--- config.mk ---
export PLATFORM = sky130hd
export DESIGN_NAME = rs_resampler
export DESIGN_NICKNAME = d
export VERILOG_FILES = /design/src/rtl/rs_pkg.sv /design/src/rtl/rs_lfsr.sv /design/src/rtl/rs_pf_buf.sv /design/src/rtl/rs_cmp.sv /design/src/rtl/rs_resampler.sv
export SDC_FILE = /design/constraint.sdc
export NUM_CORES = 1
export LEC_CHECK = 0
export BUFFER_PORTS_ARGS = -buffer_cell sky130_fd_sc_hd__buf_2
export CORE_ASPECT_RATIO = 0.75
export CORE_MARGIN = 2
export CORE_UTILIZATION = 55
export DETAILED_ROUTE_END_ITERATION = 8
export GPL_TIMING_DRIVEN = 0
export HOLD_SLACK_MARGIN = 0.12
export PLACE_DENSITY = 0.74
export SLEW_MARGIN = 20
export SYNTH_ARGS = -nofsm -noshare
export SYNTH_HDL_FRONTEND = slang
export SYNTH_SLANG_ARGS = --single-unit
--- constraint.sdc ---
create_clock -name clk_i -period 6.8 [get_ports clk_i]
set_clock_uncertainty 0.2 [all_clocks]
set_input_delay 0.68 -clock clk_i [delete_from_list [all_inputs] [get_ports clk_i]]
set_output_delay 0.68 -clock clk_i [all_outputs]
set_load 0.1 [all_outputs]
--- src/rtl/rs_pkg.sv ---
package rs_pkg;
  typedef enum logic [1:0] {
    ST_IDLE     = 2'd0,
    ST_SUM      = 2'd1,
    ST_RESAMPLE = 2'd2,
    ST_DONE     = 2'd3
  } rs_state_e;
endpackage

--- src/rtl/rs_lfsr.sv ---
module rs_lfsr #(
  parameter int unsigned  W    = 16,
  parameter logic [W-1:0] SEED = 16'hACE1,
  parameter logic [W-1:0] TAPS = 16'hB400
) (
  input  logic         clk_i,
  input  logic         rst_ni,
  input  logic         step_i,
  output logic [W-1:0] next_o
);
  logic [W-1:0] state_q;

  assign next_o = {state_q[W-2:0], ^(state_q & TAPS)};

  always_ff @(posedge clk_i or negedge rst_ni) begin
    if (!rst_ni)     state_q <= SEED;
    else if (step_i) state_q <= next_o;
  end


  lfsr_nonzero_chk: assert property (@(posedge clk_i) disable iff (!rst_ni)
    state_q != '0);
endmodule

--- src/rtl/rs_pf_buf.sv ---
module rs_pf_buf #(
  parameter int unsigned DEPTH = 5,
  parameter int unsigned WW    = 8,
  localparam int unsigned PIW  = $clog2(DEPTH + 1)
) (
  input  logic           clk_i,
  input  logic           rst_ni,
  input  logic           wr_en_i,
  input  logic [PIW-1:0] wr_idx_i,
  input  logic [WW-1:0]  wr_data_i,
  input  logic [PIW-1:0] rd_idx_i,
  output logic [WW-1:0]  rd_data_o
);
  logic [WW-1:0] ent_q [DEPTH];

  always_ff @(posedge clk_i or negedge rst_ni) begin
    if (!rst_ni) begin
      for (int i = 0; i < DEPTH; i++) ent_q[i] <= '0;
    end else if (wr_en_i) begin
      for (int i = 0; i < DEPTH; i++)
        if (wr_idx_i == PIW'(i)) ent_q[i] <= wr_data_i;
    end
  end

  always_comb begin
    rd_data_o = '0;
    for (int i = 0; i < DEPTH; i++)
      if (rd_idx_i == PIW'(i)) rd_data_o = ent_q[i];
  end
endmodule

--- src/rtl/rs_cmp.sv ---
module rs_cmp #(
  parameter int unsigned WW = 8,
  parameter int unsigned TW = 12,
  parameter int unsigned RW = 16,
  localparam int unsigned PW = RW + TW
) (
  input  logic [RW-1:0] u_i,
  input  logic [TW-1:0] total_i,
  input  logic [TW-1:0] cum_i,
  input  logic [WW-1:0] w_i,
  output logic [TW-1:0] cum_next_o,
  output logic          hit_o
);
  logic [PW-1:0] lhs, rhs;

  assign cum_next_o = cum_i + TW'(w_i);
  // cross products replace u/2^RW < cum/total
  assign lhs   = PW'(u_i) * PW'(total_i);
  assign rhs   = {cum_next_o, {RW{1'b0}}};
  assign hit_o = lhs < rhs;
endmodule

--- src/rtl/rs_resampler.sv ---
module rs_resampler
  import rs_pkg::*;
#(
  parameter int unsigned   N_PART    = 13,
  parameter int unsigned   WW        = 8,
  parameter int unsigned   RW        = 16,
  parameter int unsigned   PF_DEPTH  = 5,
  parameter logic [RW-1:0] LFSR_SEED = 16'hACE1,
  parameter logic [RW-1:0] LFSR_TAPS = 16'hB400,
  localparam int unsigned  AW = (N_PART > 1) ? $clog2(N_PART) : 1
) (
  input  logic          clk_i,
  input  logic          rst_ni,
  input  logic          start_i,
  output logic          busy_o,
  output logic          mem_rd_o,
  output logic [AW-1:0] mem_addr_o,
  input  logic [WW-1:0] mem_data_i,
  output logic          idx_valid_o,
  output logic [AW-1:0] idx_o,
  output logic          done_o
);
  localparam int unsigned CW  = $clog2(N_PART + 1);
  localparam int unsigned TW  = WW + $clog2(N_PART);
  localparam int unsigned PIW = $clog2(PF_DEPTH + 1);
  localparam logic [CW-1:0] N_C    = CW'(N_PART);
  localparam logic [CW-1:0] LAST_C = CW'(N_PART - 1);
  localparam logic [CW-1:0] PF_C   = CW'(PF_DEPTH);

  rs_state_e      state_q;
  logic [CW-1:0]  issue_q, pend_idx_q, k_q, draw_q;
  logic           pend_q, scan_q;
  logic [TW-1:0]  total_q, cum_q, cum_next;
  logic [RW-1:0]  u_q, lfsr_next;
  logic           idx_valid_q, done_q, cmp_hit, hit;
  logic [AW-1:0]  idx_q;
  logic [WW-1:0]  buf_rd, w_sel;
  logic           rd_en;
  logic [CW-1:0]  rd_addr, k_nxt;
  logic           lfsr_step, buf_wr;

  assign lfsr_step = (state_q == ST_RESAMPLE) && !scan_q;
  assign buf_wr    = (state_q == ST_SUM) && pend_q && (pend_idx_q < PF_C);
  assign k_nxt     = k_q + 1'b1;

  rs_lfsr #(.W(RW), .SEED(LFSR_SEED), .TAPS(LFSR_TAPS)) u_lfsr (
    .clk_i  (clk_i),
    .rst_ni (rst_ni),
    .step_i (lfsr_step),
    .next_o (lfsr_next)
  );

  rs_pf_buf #(.DEPTH(PF_DEPTH), .WW(WW)) u_pf_buf (
    .clk_i     (clk_i),
    .rst_ni    (rst_ni),
    .wr_en_i   (buf_wr),
    .wr_idx_i  (PIW'(pend_idx_q)),
    .wr_data_i (mem_data_i),
    .rd_idx_i  (PIW'(k_q)),
    .rd_data_o (buf_rd)
  );

  // low indices come from the buffer, the rest from reads issued one index ahead
  assign w_sel = (k_q < PF_C) ? buf_rd : mem_data_i;

  rs_cmp #(.WW(WW), .TW(TW), .RW(RW)) u_cmp (
    .u_i        (u_q),
    .total_i    (total_q),
    .cum_i      (cum_q),
    .w_i        (w_sel),
    .cum_next_o (cum_next),
    .hit_o      (cmp_hit)
  );

  assign hit = cmp_hit || (k_q == LAST_C);

  always_comb begin
    rd_en   = 1'b0;
    rd_addr = '0;
    if (state_q == ST_SUM && issue_q < N_C) begin
      rd_en   = 1'b1;
      rd_addr = issue_q;
    end else if (state_q == ST_RESAMPLE && scan_q && k_nxt >= PF_C && k_nxt < N_C) begin
      rd_en   = 1'b1;
      rd_addr = k_nxt;
    end
  end

  always_ff @(posedge clk_i or negedge rst_ni) begin
    if (!rst_ni) begin
      state_q     <= ST_IDLE;
      issue_q     <= '0;
      pend_q      <= 1'b0;
      pend_idx_q  <= '0;
      total_q     <= '0;
      cum_q       <= '0;
      u_q         <= '0;
      k_q         <= '0;
      draw_q      <= '0;
      scan_q      <= 1'b0;
      idx_valid_q <= 1'b0;
      idx_q       <= '0;
      done_q      <= 1'b0;
    end else begin
      idx_valid_q <= 1'b0;
      done_q      <= (state_q == ST_DONE);
      unique case (state_q)
        ST_IDLE: if (start_i) begin
          state_q <= ST_SUM;
          issue_q <= '0;
          total_q <= '0;
          pend_q  <= 1'b0;
        end
        ST_SUM: begin
          if (rd_en) issue_q <= issue_q + 1'b1;
          pend_q     <= rd_en;
          pend_idx_q <= issue_q;
          if (pend_q) begin
            total_q <= total_q + TW'(mem_data_i);
            if (pend_idx_q == LAST_C) begin
              state_q <= ST_RESAMPLE;
              scan_q  <= 1'b0;
              draw_q  <= '0;
            end
          end
        end
        ST_RESAMPLE: begin
          if (!scan_q) begin
            u_q    <= lfsr_next;
            k_q    <= '0;
            cum_q  <= '0;
            scan_q <= 1'b1;
          end else if (hit) begin
            idx_valid_q <= 1'b1;
            idx_q       <= AW'(k_q);
            scan_q      <= 1'b0;
            draw_q      <= draw_q + 1'b1;
            if (draw_q == LAST_C) state_q <= ST_DONE;
          end else begin
            k_q   <= k_nxt;
            cum_q <= cum_next;
          end
        end
        ST_DONE: state_q <= ST_IDLE;
        default: state_q <= ST_IDLE;
      endcase
    end
  end

  assign busy_o      = (state_q != ST_IDLE);
  assign mem_rd_o    = rd_en;
  assign mem_addr_o  = AW'(rd_addr);
  assign idx_valid_o = idx_valid_q;
  assign idx_o       = idx_q;
  assign done_o      = done_q;


  idx_range_chk: assert property (@(posedge clk_i) disable iff (!rst_ni)
    idx_valid_o |-> (CW'(idx_o) < N_C));

  pf_read_chk: assert property (@(posedge clk_i) disable iff (!rst_ni)
    (state_q == ST_RESAMPLE && mem_rd_o) |-> (CW'(mem_addr_o) >= PF_C));

  done_after_idx_chk: assert property (@(posedge clk_i) disable iff (!rst_ni)
    done_o |-> $past(idx_valid_o));

  idx_gap_chk: assert property (@(posedge clk_i) disable iff (!rst_ni)
    idx_valid_o |=> !idx_valid_o);

  run_hold_chk: assert property (@(posedge clk_i) disable iff (!rst_ni)
    (state_q == ST_RESAMPLE) |=> (state_q == ST_RESAMPLE || state_q == ST_DONE));
endmodule

# After elaboration in Yosys (flattened, before gate mapping)
# Cells that the tools add are included.
# op_classes
addsub	5
n_mul	1
n_lt_le_gt_ge	6
n_eq_ne	22
n_mux	42
n_bitwise	1
reduce_logical	30
# ops
cell	count
12-bit two-way mux	4
8-bit two-way mux	6
4-bit two-way mux	10
28-bit less-than comparator	1
16-bit by 12-bit multiplier with 28-bit output	1
12-bit by 8-bit adder with 12-bit output	2
12-bit case mux with 2 select lines	1
4-bit case mux with 2 select lines	2
2-bit AND reduction	8
16-bit XOR reduction	1
4-bit by 1-bit adder with 4-bit output, second input constant	3
3-bit by 2-bit equality test with 1-bit output, second input constant	4
4-bit equality test, second input constant	3
2-bit two-way mux	6
2-bit != test, second input constant	6
3-bit AND reduction	4
1-bit two-way mux	10
4-bit by 3-bit less-than comparator with 1-bit output, second input constant	2
4-bit less-than comparator, second input constant	2
2-bit case mux with 4 select lines	1
1-bit logical AND	7
3-bit by 1-bit equality test with 1-bit output, second input constant	2
3-bit equality test, second input constant	2
3-bit logical NOT	2
other kinds (12)	17
# totals
regBits	122
out_inout_bits	12
elab_cells	126

# Depth between registers and ports, before layout
# Gate-level depths: netlist (run 1).
# depth
word_depth	13
mapped_depth	32
mapped_depth_nobuf	29

# By module
# From an unflattened synthesis (run 1), not the netlist that was laid out.
# unflattened
hier_cells	1281
area_unflattened_um2	12438.2
# by_module_without_submodules
mod	n_inst	cells_each	area_per_inst_um2	seq_area_each_um2
rs_cmp	1	772	6392.4	0.0
rs_resampler	1	324	3449.6	1651.6
rs_pf_buf	1	133	1850.5	1001.0
rs_lfsr	1	52	745.7	410.4

# Worst setup path before layout (run 1)
# OpenSTA, ideal clock, no wires.
# synth_path
kind	flip-flop to flip-flop
start	register total_q[5]
end	register idx_q[0], in the netlist idx_o[0]
setup_time_ps	125
arrival_ps	7071
setup_slack_ps	-596
path_stages_with_launch	31
path_buffers	3
path_cell_list	dfrtp_1 -> clkbuf_1 -> clkbuf_1 -> nand2_1 -> fa_1 -> fa_1 -> fa_1 -> inv_1 -> fa_1 -> inv_1 -> fa_1 -> inv_1 -> ha_1 -> a211oi_1 -> nand2_1 -> a221oi_1 -> o211ai_2 -> a41oi_2 -> and2b_1 -> o21bai_1 -> xor2_1 -> ha_1 -> nand4_1 -> nor3_1 -> o2111ai_1 -> a21oi_1 -> nand3_2 -> and2_1 -> buf_6 -> nand2_4 -> mux2_4
# synth_between
elab_chain_cells	4
# synth_lines
element	line	rtl
from (decl)	rs_resampler.sv:33	logic [TW-1:0] total_q, cum_q, cum_next;
from (signal assigned)	rs_resampler.sv:119	total_q <= total_q + TW'(mem_data_i);
16-bit by 12-bit multiplier with 28-bit output	rs_cmp.sv:18	assign lhs = PW'(u_i) * PW'(total_i);
28-bit less-than comparator	rs_cmp.sv:20	assign hit_o = lhs < rhs;
1-bit logical OR	rs_resampler.sv:75	assign hit = cmp_hit || (k_q == LAST_C);
3-bit AND reduction (no line)	-	
to (signal assigned)	rs_resampler.sv:135	idx_q <= AW'(k_q);
to (decl)	rs_resampler.sv:36	logic [AW-1:0] idx_q;
# No other way between the ends.
# A chain may end at the register's enable or synchronous reset.

# Worst setup path in the final report (run 1)
# layout_path
start	register total_q[3]
end	register k_q[0]
# layout_between
elab_chain_cells	5
# layout_lines
element	line	rtl
16-bit by 12-bit multiplier with 28-bit output	rs_cmp.sv:18	
28-bit less-than comparator	rs_cmp.sv:20	
1-bit logical OR	rs_resampler.sv:75	
2-bit != test (no line)	-	
2-bit AND reduction (no line)	-	
to (signal assigned)	rs_resampler.sv:140	k_q <= k_nxt;
to (decl)	rs_resampler.sv:31	logic [CW-1:0] issue_q, pend_idx_q, k_q, draw_q;
# No other way between the ends.

==> results of run 1 <==
-- Yosys cell counts (all sizes together), types with 19 or more instances --
cell and count:
and2 63, xor2 19, a21oi 57, ha 103, nor2 59, o21ai 34
dfrtp 106, fa 141, mux2 46, inv 210, nand2 257, clkbuf 51
-- placed cells by master (no fill, tap or decap), drive strengths merged, types with 8 or more instances in the layout --
master / count
o22ai: 8
inv: 215
nand2: 257
a21oi: 57
o21ai: 34
o31ai: 13
xor2: 19
clkbuf: 66
nand4: 9
dfrtp: 106
a21o: 15
nand3: 12
xnor2: 14
a22o: 13
nor2: 59
mux2: 46
buf: 91
fa: 141
ha: 103
and2: 63
dfstp: 8
-- flip-flops by register name, indices dropped and copies added, names as in the netlist --
name            cells
state_q             2
u_lfsr.state_q      8
cum_q              12
done_o              1
k_q                 4
idx_valid_o         1
total_q            12
u_q                16
pend_idx_q          4
scan_q              1
idx_o               4
draw_q              4
u_pf_buf.ent_q     40
pend_q              1
issue_q             4
-- worst max-delay path: cells and delay by family, from the launching register on --
family,cells,cell delay (ps)
DFF,1,400
adders and majority gates,7,3020
xor gates and xnor gates,1,130
AOI/OAI and AO/OA,7,1490
buffers and inverters,8,890
and+or+nand+nor,6,1000
muxes,1,250
-- how the worst min path moves through the flow --
stage	start	to	slack, ps	cells past startpoint
after CTS	u_lfsr.state_q[5]$_DFFE_PN1P_	u_lfsr.state_q[5]$_DFFE_PN1P_	270	2
after global placement	u_lfsr.state_q[7]$_DFFE_PN1P_	u_lfsr.state_q[7]$_DFFE_PN1P_	250	2
after global routing	u_lfsr.state_q[6]$_DFFE_PN1P_	u_lfsr.state_q[6]$_DFFE_PN1P_	290	2
final	u_lfsr.state_q[15]$_DFFE_PN1P_	u_lfsr.state_q[15]$_DFFE_PN1P_	270	2
after detailed placement	u_lfsr.state_q[6]$_DFFE_PN1P_	u_lfsr.state_q[6]$_DFFE_PN1P_	250	2
after floorplan	rst_ni	cum_q[0]$_DFFE_PN0P_	180	0
-- layout make-up --
cell class | count | area [um^2] | share of cell area
Antenna cell | 1 | 2.50 | 0.000172
Clock buffer | 19 | 453 | 0.0311
Sequential cell | 114 | 2870 | 0.197
Multi-Input combinational cell | 949 | 8690 | 0.597
Tap cell | 288 | 360 | 0.0247
Clock inverter | 13 | 148 | 0.0101
Timing Repair Buffer | 83 | 662 | 0.0454
Buffer | 56 | 591 | 0.0405
Inverter | 210 | 788 | 0.0541
-- what timing repair did --
action,in CTS,in global routing
hold buffers,1,0
pin swaps,61,51
gates cloned,1,0
buffers inserted,47,12
setup endpoints to repair,28,28
gates resized for setup,120,35
hold endpoints to repair,41,0
-- metal layers --
metal	vias to the layer above	routed length (um)	GRT usage
li1	4461	-	-
met1	4994	15000	0.435
met2	350	14700	0.461
met3	49	2210	0.0464
met4	0	614	0.0630
met5	-	0	0
-- cells by family after synthesis --
kind of cell / Yosys count / synth area share
AO/OA/AOI/OAI: 180 / 0.0985
XOR/XNOR: 33 / 0.0240
adder cells (fa/ha/maj): 244 / 0.342
buffers and inverters: 268 / 0.0846
flip-flops: 114 / 0.238
multiplexers: 51 / 0.0485
AND/OR/NAND/NOR: 441 / 0.165
-- power groups by stage --
stage	combinational, mW	sequential, mW	clock [mW]
final	2.56	1.07	0.924
after global routing	2.78	1.10	0.957
after CTS	2.42	1.07	0.927
after detailed placement	2.03	1.08	0
after global placement	1.97	1.07	0
after floorplan	1.47	1.03	0
==> impl_metrics.env, run 1 <==
export IMPL_ys_flop_type="dfrtp_1"
export IMPL_dr_pass1_iters=6
export IMPL_p_seq_frac=0.236
export IMPL_fin_ws_ps=-726
export IMPL_cap_violations=0
export IMPL_clock_sinks=114
export IMPL_outcome="complete, but fails checks"
export IMPL_violations="setup timing"
export IMPL_r2r_end="k_q[0]$_DFFE_PN0P_"
export IMPL_p_comb_frac=0.561
export IMPL_ff2ff_path_depth=30
export IMPL_fin_crit_ps=7530
export IMPL_power_total_mw=4.56
export IMPL_setup_viol=28
export IMPL_vias=9854
export IMPL_synthArstFlopShare=1.00
export IMPL_coreArea_um2=21300
export IMPL_fmax_ghz=0.133
export IMPL_synth_top_cell_area_share=0.235
export IMPL_regToRegSetupSlack_ps=-730
export IMPL_tns_ps=-17830
export IMPL_synth_area_um2=12000
export IMPL_drt_iter0_drc=923
export IMPL_power_switching_mw=2.05
export IMPL_grt_pass1_vias=9930
export IMPL_insertion_delay_ps=430
export IMPL_grt_max_degree=66
export IMPL_final_util=0.684
export IMPL_ys_types=67
export IMPL_yosysWarnings=0
export IMPL_cp_end_kind="flop"
export IMPL_cpPeakStageDelay_ps=530
export IMPL_syn_inst=1331
export IMPL_antenna_found_initial=1
export IMPL_slew_violations=0
export IMPL_yosysTopAreaCell="fa_1"
export IMPL_rows=46
export IMPL_worst_path_most_repeated_cell="fa_1"
export IMPL_worst_pin_slew_ps=943
export IMPL_hold_slack_ps=267
export IMPL_cp_start_kind="flop"
export IMPL_vdd_drop_max_mv=0.200
export IMPL_grt_util_all_layers=0.294
export IMPL_place_congestion=0.879
export IMPL_intPower_mw=2.50
export IMPL_fin_area_um2=14600
export IMPL_dp_hpwl_um=23400
export IMPL_critical_path_class="flop to flop"
export IMPL_startpoint="total_q[3]$_DFFE_PN0P_"
export IMPL_synth_area_leaders="fa_1 23%, dfrtp_1 22%, ha_1 11%"
export IMPL_viasPerCell=5.69
export IMPL_cts_tree="yes"
export IMPL_ys_ff_latch=114
export IMPL_syn_to_final_growth_pct=21.1
export IMPL_fill_cells=1611
export IMPL_cts_root_buf="clkbuf_16"
export IMPL_path_max_fanout=7
export IMPL_finalNonFillerCells=1733
export IMPL_finalHoldViolCount=0
export IMPL_overflow=0
export IMPL_endpoint="k_q[0]$_DFFE_PN0P_"
export IMPL_r2r_start="total_q[3]$_DFFE_PN0P_"
export IMPL_rsz0062_at_grt="true"
export IMPL_max_slew_margin_rel=0.371
export IMPL_required_ps=6900
export IMPL_post_route_drc_count=0
export IMPL_postPlaceCellArea_um2=12900
export IMPL_numCtsBuffers=17
export IMPL_ys_seq_area_frac=0.238
export IMPL_dp_cells=1642
export IMPL_ioPinCount=23
export IMPL_synth_edff_count=0
export IMPL_drive_gt1_frac=0.220
export IMPL_arrival_ps=7630
export IMPL_clkPwrFrac=0.203
export IMPL_leakage_nw=7.29
export IMPL_cts_htree_levels=4
export IMPL_p_sw_frac=0.450
export IMPL_p_per_area_nw_per_um2=313
export IMPL_synth_fp_nets=1586
export IMPL_die_area_um2=23100
export IMPL_cts_buffer_depth=2
export IMPL_routed_wl_um=32500
export IMPL_fin_nets=1686
export IMPL_clkTransAtPathRegs_ps=60
export IMPL_die_x_um=175
export IMPL_finalCritPeriodShare=1.11
export IMPL_syn_area_per_cell_um2=9.04
export IMPL_start_util=0.565
export IMPL_holdCritPathClass="flop to flop"
export IMPL_wl_per_cell_um=18.8
export IMPL_slowest_stage="fa_1"
export IMPL_grt_first_pass_wirelength_um=53200
export IMPL_antenna_left=0
export IMPL_place_ws_ps=-1390
export IMPL_port_buffers=22
export IMPL_die_h_um=132
Note: power is estimated with default switching activity, not from simulation.
==> run 2, diff against run 1 <==
- CORE_ASPECT_RATIO: 0.75 -> default
- HOLD_SLACK_MARGIN: 0.12 -> default
==> run 2 against run 1 <==
The run still ends with setup timing left. Wire length shrank 4.5%. Cell area barely moved. Highest routed layer unchanged. Critical endpoint unchanged. Hold slack worse by 4.2 ps.
==> impl_metrics.env, run 2 (synthesized netlist as in run 1, its figures left out) <==
export IMPL_outcome="complete, but fails checks"
export IMPL_violations="setup timing"
export IMPL_finalNonFillerCells=1727
export IMPL_die_x_um=152
export IMPL_holdCritPathClass="flop to flop"
export IMPL_vias=9812
export IMPL_max_slew_margin_rel=0.444
export IMPL_cts_root_buf="clkbuf_16"
export IMPL_grt_util_all_layers=0.269
export IMPL_cp_end_kind="flop"
export IMPL_cpPeakStageDelay_ps=520
export IMPL_grt_max_degree=72
export IMPL_layout_commonest_cell="nand2_1"
export IMPL_fin_crit_ps=7580
export IMPL_antenna_found_initial=0
export IMPL_grt_first_pass_wirelength_um=50300
export IMPL_drt_iter0_drc=579
export IMPL_wl_per_cell_um=18.0
export IMPL_slew_violations=0
export IMPL_die_area_um2=23100
export IMPL_final_cell_mix="230 x nand2_1, 197 x inv_1, 134 x fa_1, 102 x dfrtp_1, 93 x ha_1"
export IMPL_finalHoldViolCount=0
export IMPL_ioPinCount=23
export IMPL_place_ws_ps=-1400
export IMPL_numCtsBuffers=17
export IMPL_routed_wl_um=31000
export IMPL_power_total_mw=4.30
export IMPL_slowest_stage="fa_1"
export IMPL_antenna_left=0
export IMPL_start_util=0.557
export IMPL_rsz0062_at_grt="true"
export IMPL_post_route_drc_count=0
export IMPL_dp_cells=1634
export IMPL_fin_nets=1689
export IMPL_required_ps=6900
export IMPL_finalCritPeriodShare=1.11
export IMPL_cts_tree="yes"
export IMPL_port_buffers=22
export IMPL_viasPerCell=5.68
export IMPL_worst_pin_slew_ps=834
export IMPL_grt_pass1_vias=10300
export IMPL_dp_hpwl_um=22200
export IMPL_reg_top3="u_pf_buf.ent_q: 40 flops, u_q: 16 flops"
export IMPL_vdd_drop_max_mv=0.305
export IMPL_overflow=0
export IMPL_die_h_um=152
export IMPL_leakage_nw=7.30
export IMPL_dr_pass1_iters=5
export IMPL_cts_htree_levels=4
export IMPL_ff2ff_path_depth=31
export IMPL_cp_start_kind="flop"
export IMPL_p_per_area_nw_per_um2=295
export IMPL_drive_gt1_frac=0.218
export IMPL_syn_to_final_growth_pct=21.0
export IMPL_setup_viol=28
export IMPL_top_register="u_pf_buf.ent_q"
export IMPL_fmax_ghz=0.132
export IMPL_critical_path_class="flop to flop"
export IMPL_diodes=0
export IMPL_coreArea_um2=21600
export IMPL_clkTransAtPathRegs_ps=60
export IMPL_clock_sinks=114
export IMPL_fin_ws_ps=-780
export IMPL_cap_violations=0
export IMPL_worst_path_most_repeated_cell="buf_4"
export IMPL_cts_buffer_depth=2
export IMPL_path_max_fanout=10
export IMPL_place_congestion=0.889
export IMPL_whs_path_depth=2
export IMPL_arrival_ps=7680
export IMPL_insertion_delay_ps=410
export IMPL_rows=54
export IMPL_largest_reg_flops=40
export IMPL_fill_cells=1629
-- run 2: layout make-up --
type,count,area [um^2],area share
multi-input combinational,949,8730,0.600
buffer,56,568,0.0390
clock buffer,18,429,0.0295
sequential,114,2870,0.197
timing repair buffer,86,696,0.0478
tap,280,350,0.0241
inverter,210,788,0.0541
clock inverter,14,131,0.00902
-- run 2: timing repair --
| item | in CTS | in global routing |
|---|---|---|
| setup buffers | 44 | 17 |
| hold buffers | 1 | 0 |
| endpoints found under the setup margin | 28 | 28 |
| resized for setup | 89 | 59 |
| pin swaps | 52 | 38 |
| endpoints found under the hold margin | 12 | 0 |
| cloned | 0 | 2 |
-- run 2: path summary, 6_finish.rpt --
kind                                          startpoint  slack [ps]                            end
setup / recovery                     u_q[11]$_DFFE_PN0P_        -780             k_q[0]$_DFFE_PN0P_
hold / removal             u_lfsr.state_q[5]$_DFFE_PN1P_         260  u_lfsr.state_q[5]$_DFFE_PN1P_
setup reg to reg                     u_q[11]$_DFFE_PN0P_        -780             k_q[0]$_DFFE_PN0P_
hold reg to reg            u_lfsr.state_q[5]$_DFFE_PN1P_         260  u_lfsr.state_q[5]$_DFFE_PN1P_
max in group asynchronous                         rst_ni        5150           cum_q[6]$_DFFE_PN0P_
min in group asynchronous                         rst_ni         550         total_q[0]$_DFFE_PN0P_
-- run 2: per-stage QoR --
step	area, um^2	hold WS [ps]	utilization	setup TNS (ps)
6_report	14600	263	0.674	-19390
3_5_place_dp	12900	250	0.596	-35600
2_1_floorplan	12400	184	-	0
3_3_place_gp	12800	245	0.594	-31190
4_1_cts	14200	260	0.655	-19380
5_1_grt	14600	284	0.674	-24250
-- run 2: where the power goes --
part	total, mW	internal [mW]	switching, mW
logic	2.39	0.985	1.41
registers	1.06	0.892	0.168
clock network	0.845	0.505	0.340
total	4.30	2.38	1.92
-- run 2: critical path, delay by kind of cell, from the launching register on --
| family | cells | cell delay, ps |
|---|---|---|
| adders and majority gates | 7 | 3050 |
| AOI/OAI and AO/OA | 7 | 1440 |
| and+or+nand+nor | 5 | 660 |
| buffers and inverters | 11 | 1480 |
| muxes | 1 | 250 |
| DFF | 1 | 390 |
-- run 2: routing by layer --
metal,GRT usage,vias to the layer above,share of wire
li1,-,4455,-
met1,0.334,4897,0.40
met2,0.475,352,0.51
met3,0.0376,108,0.048
met4,0.111,0,0.042
met5,0,-,0
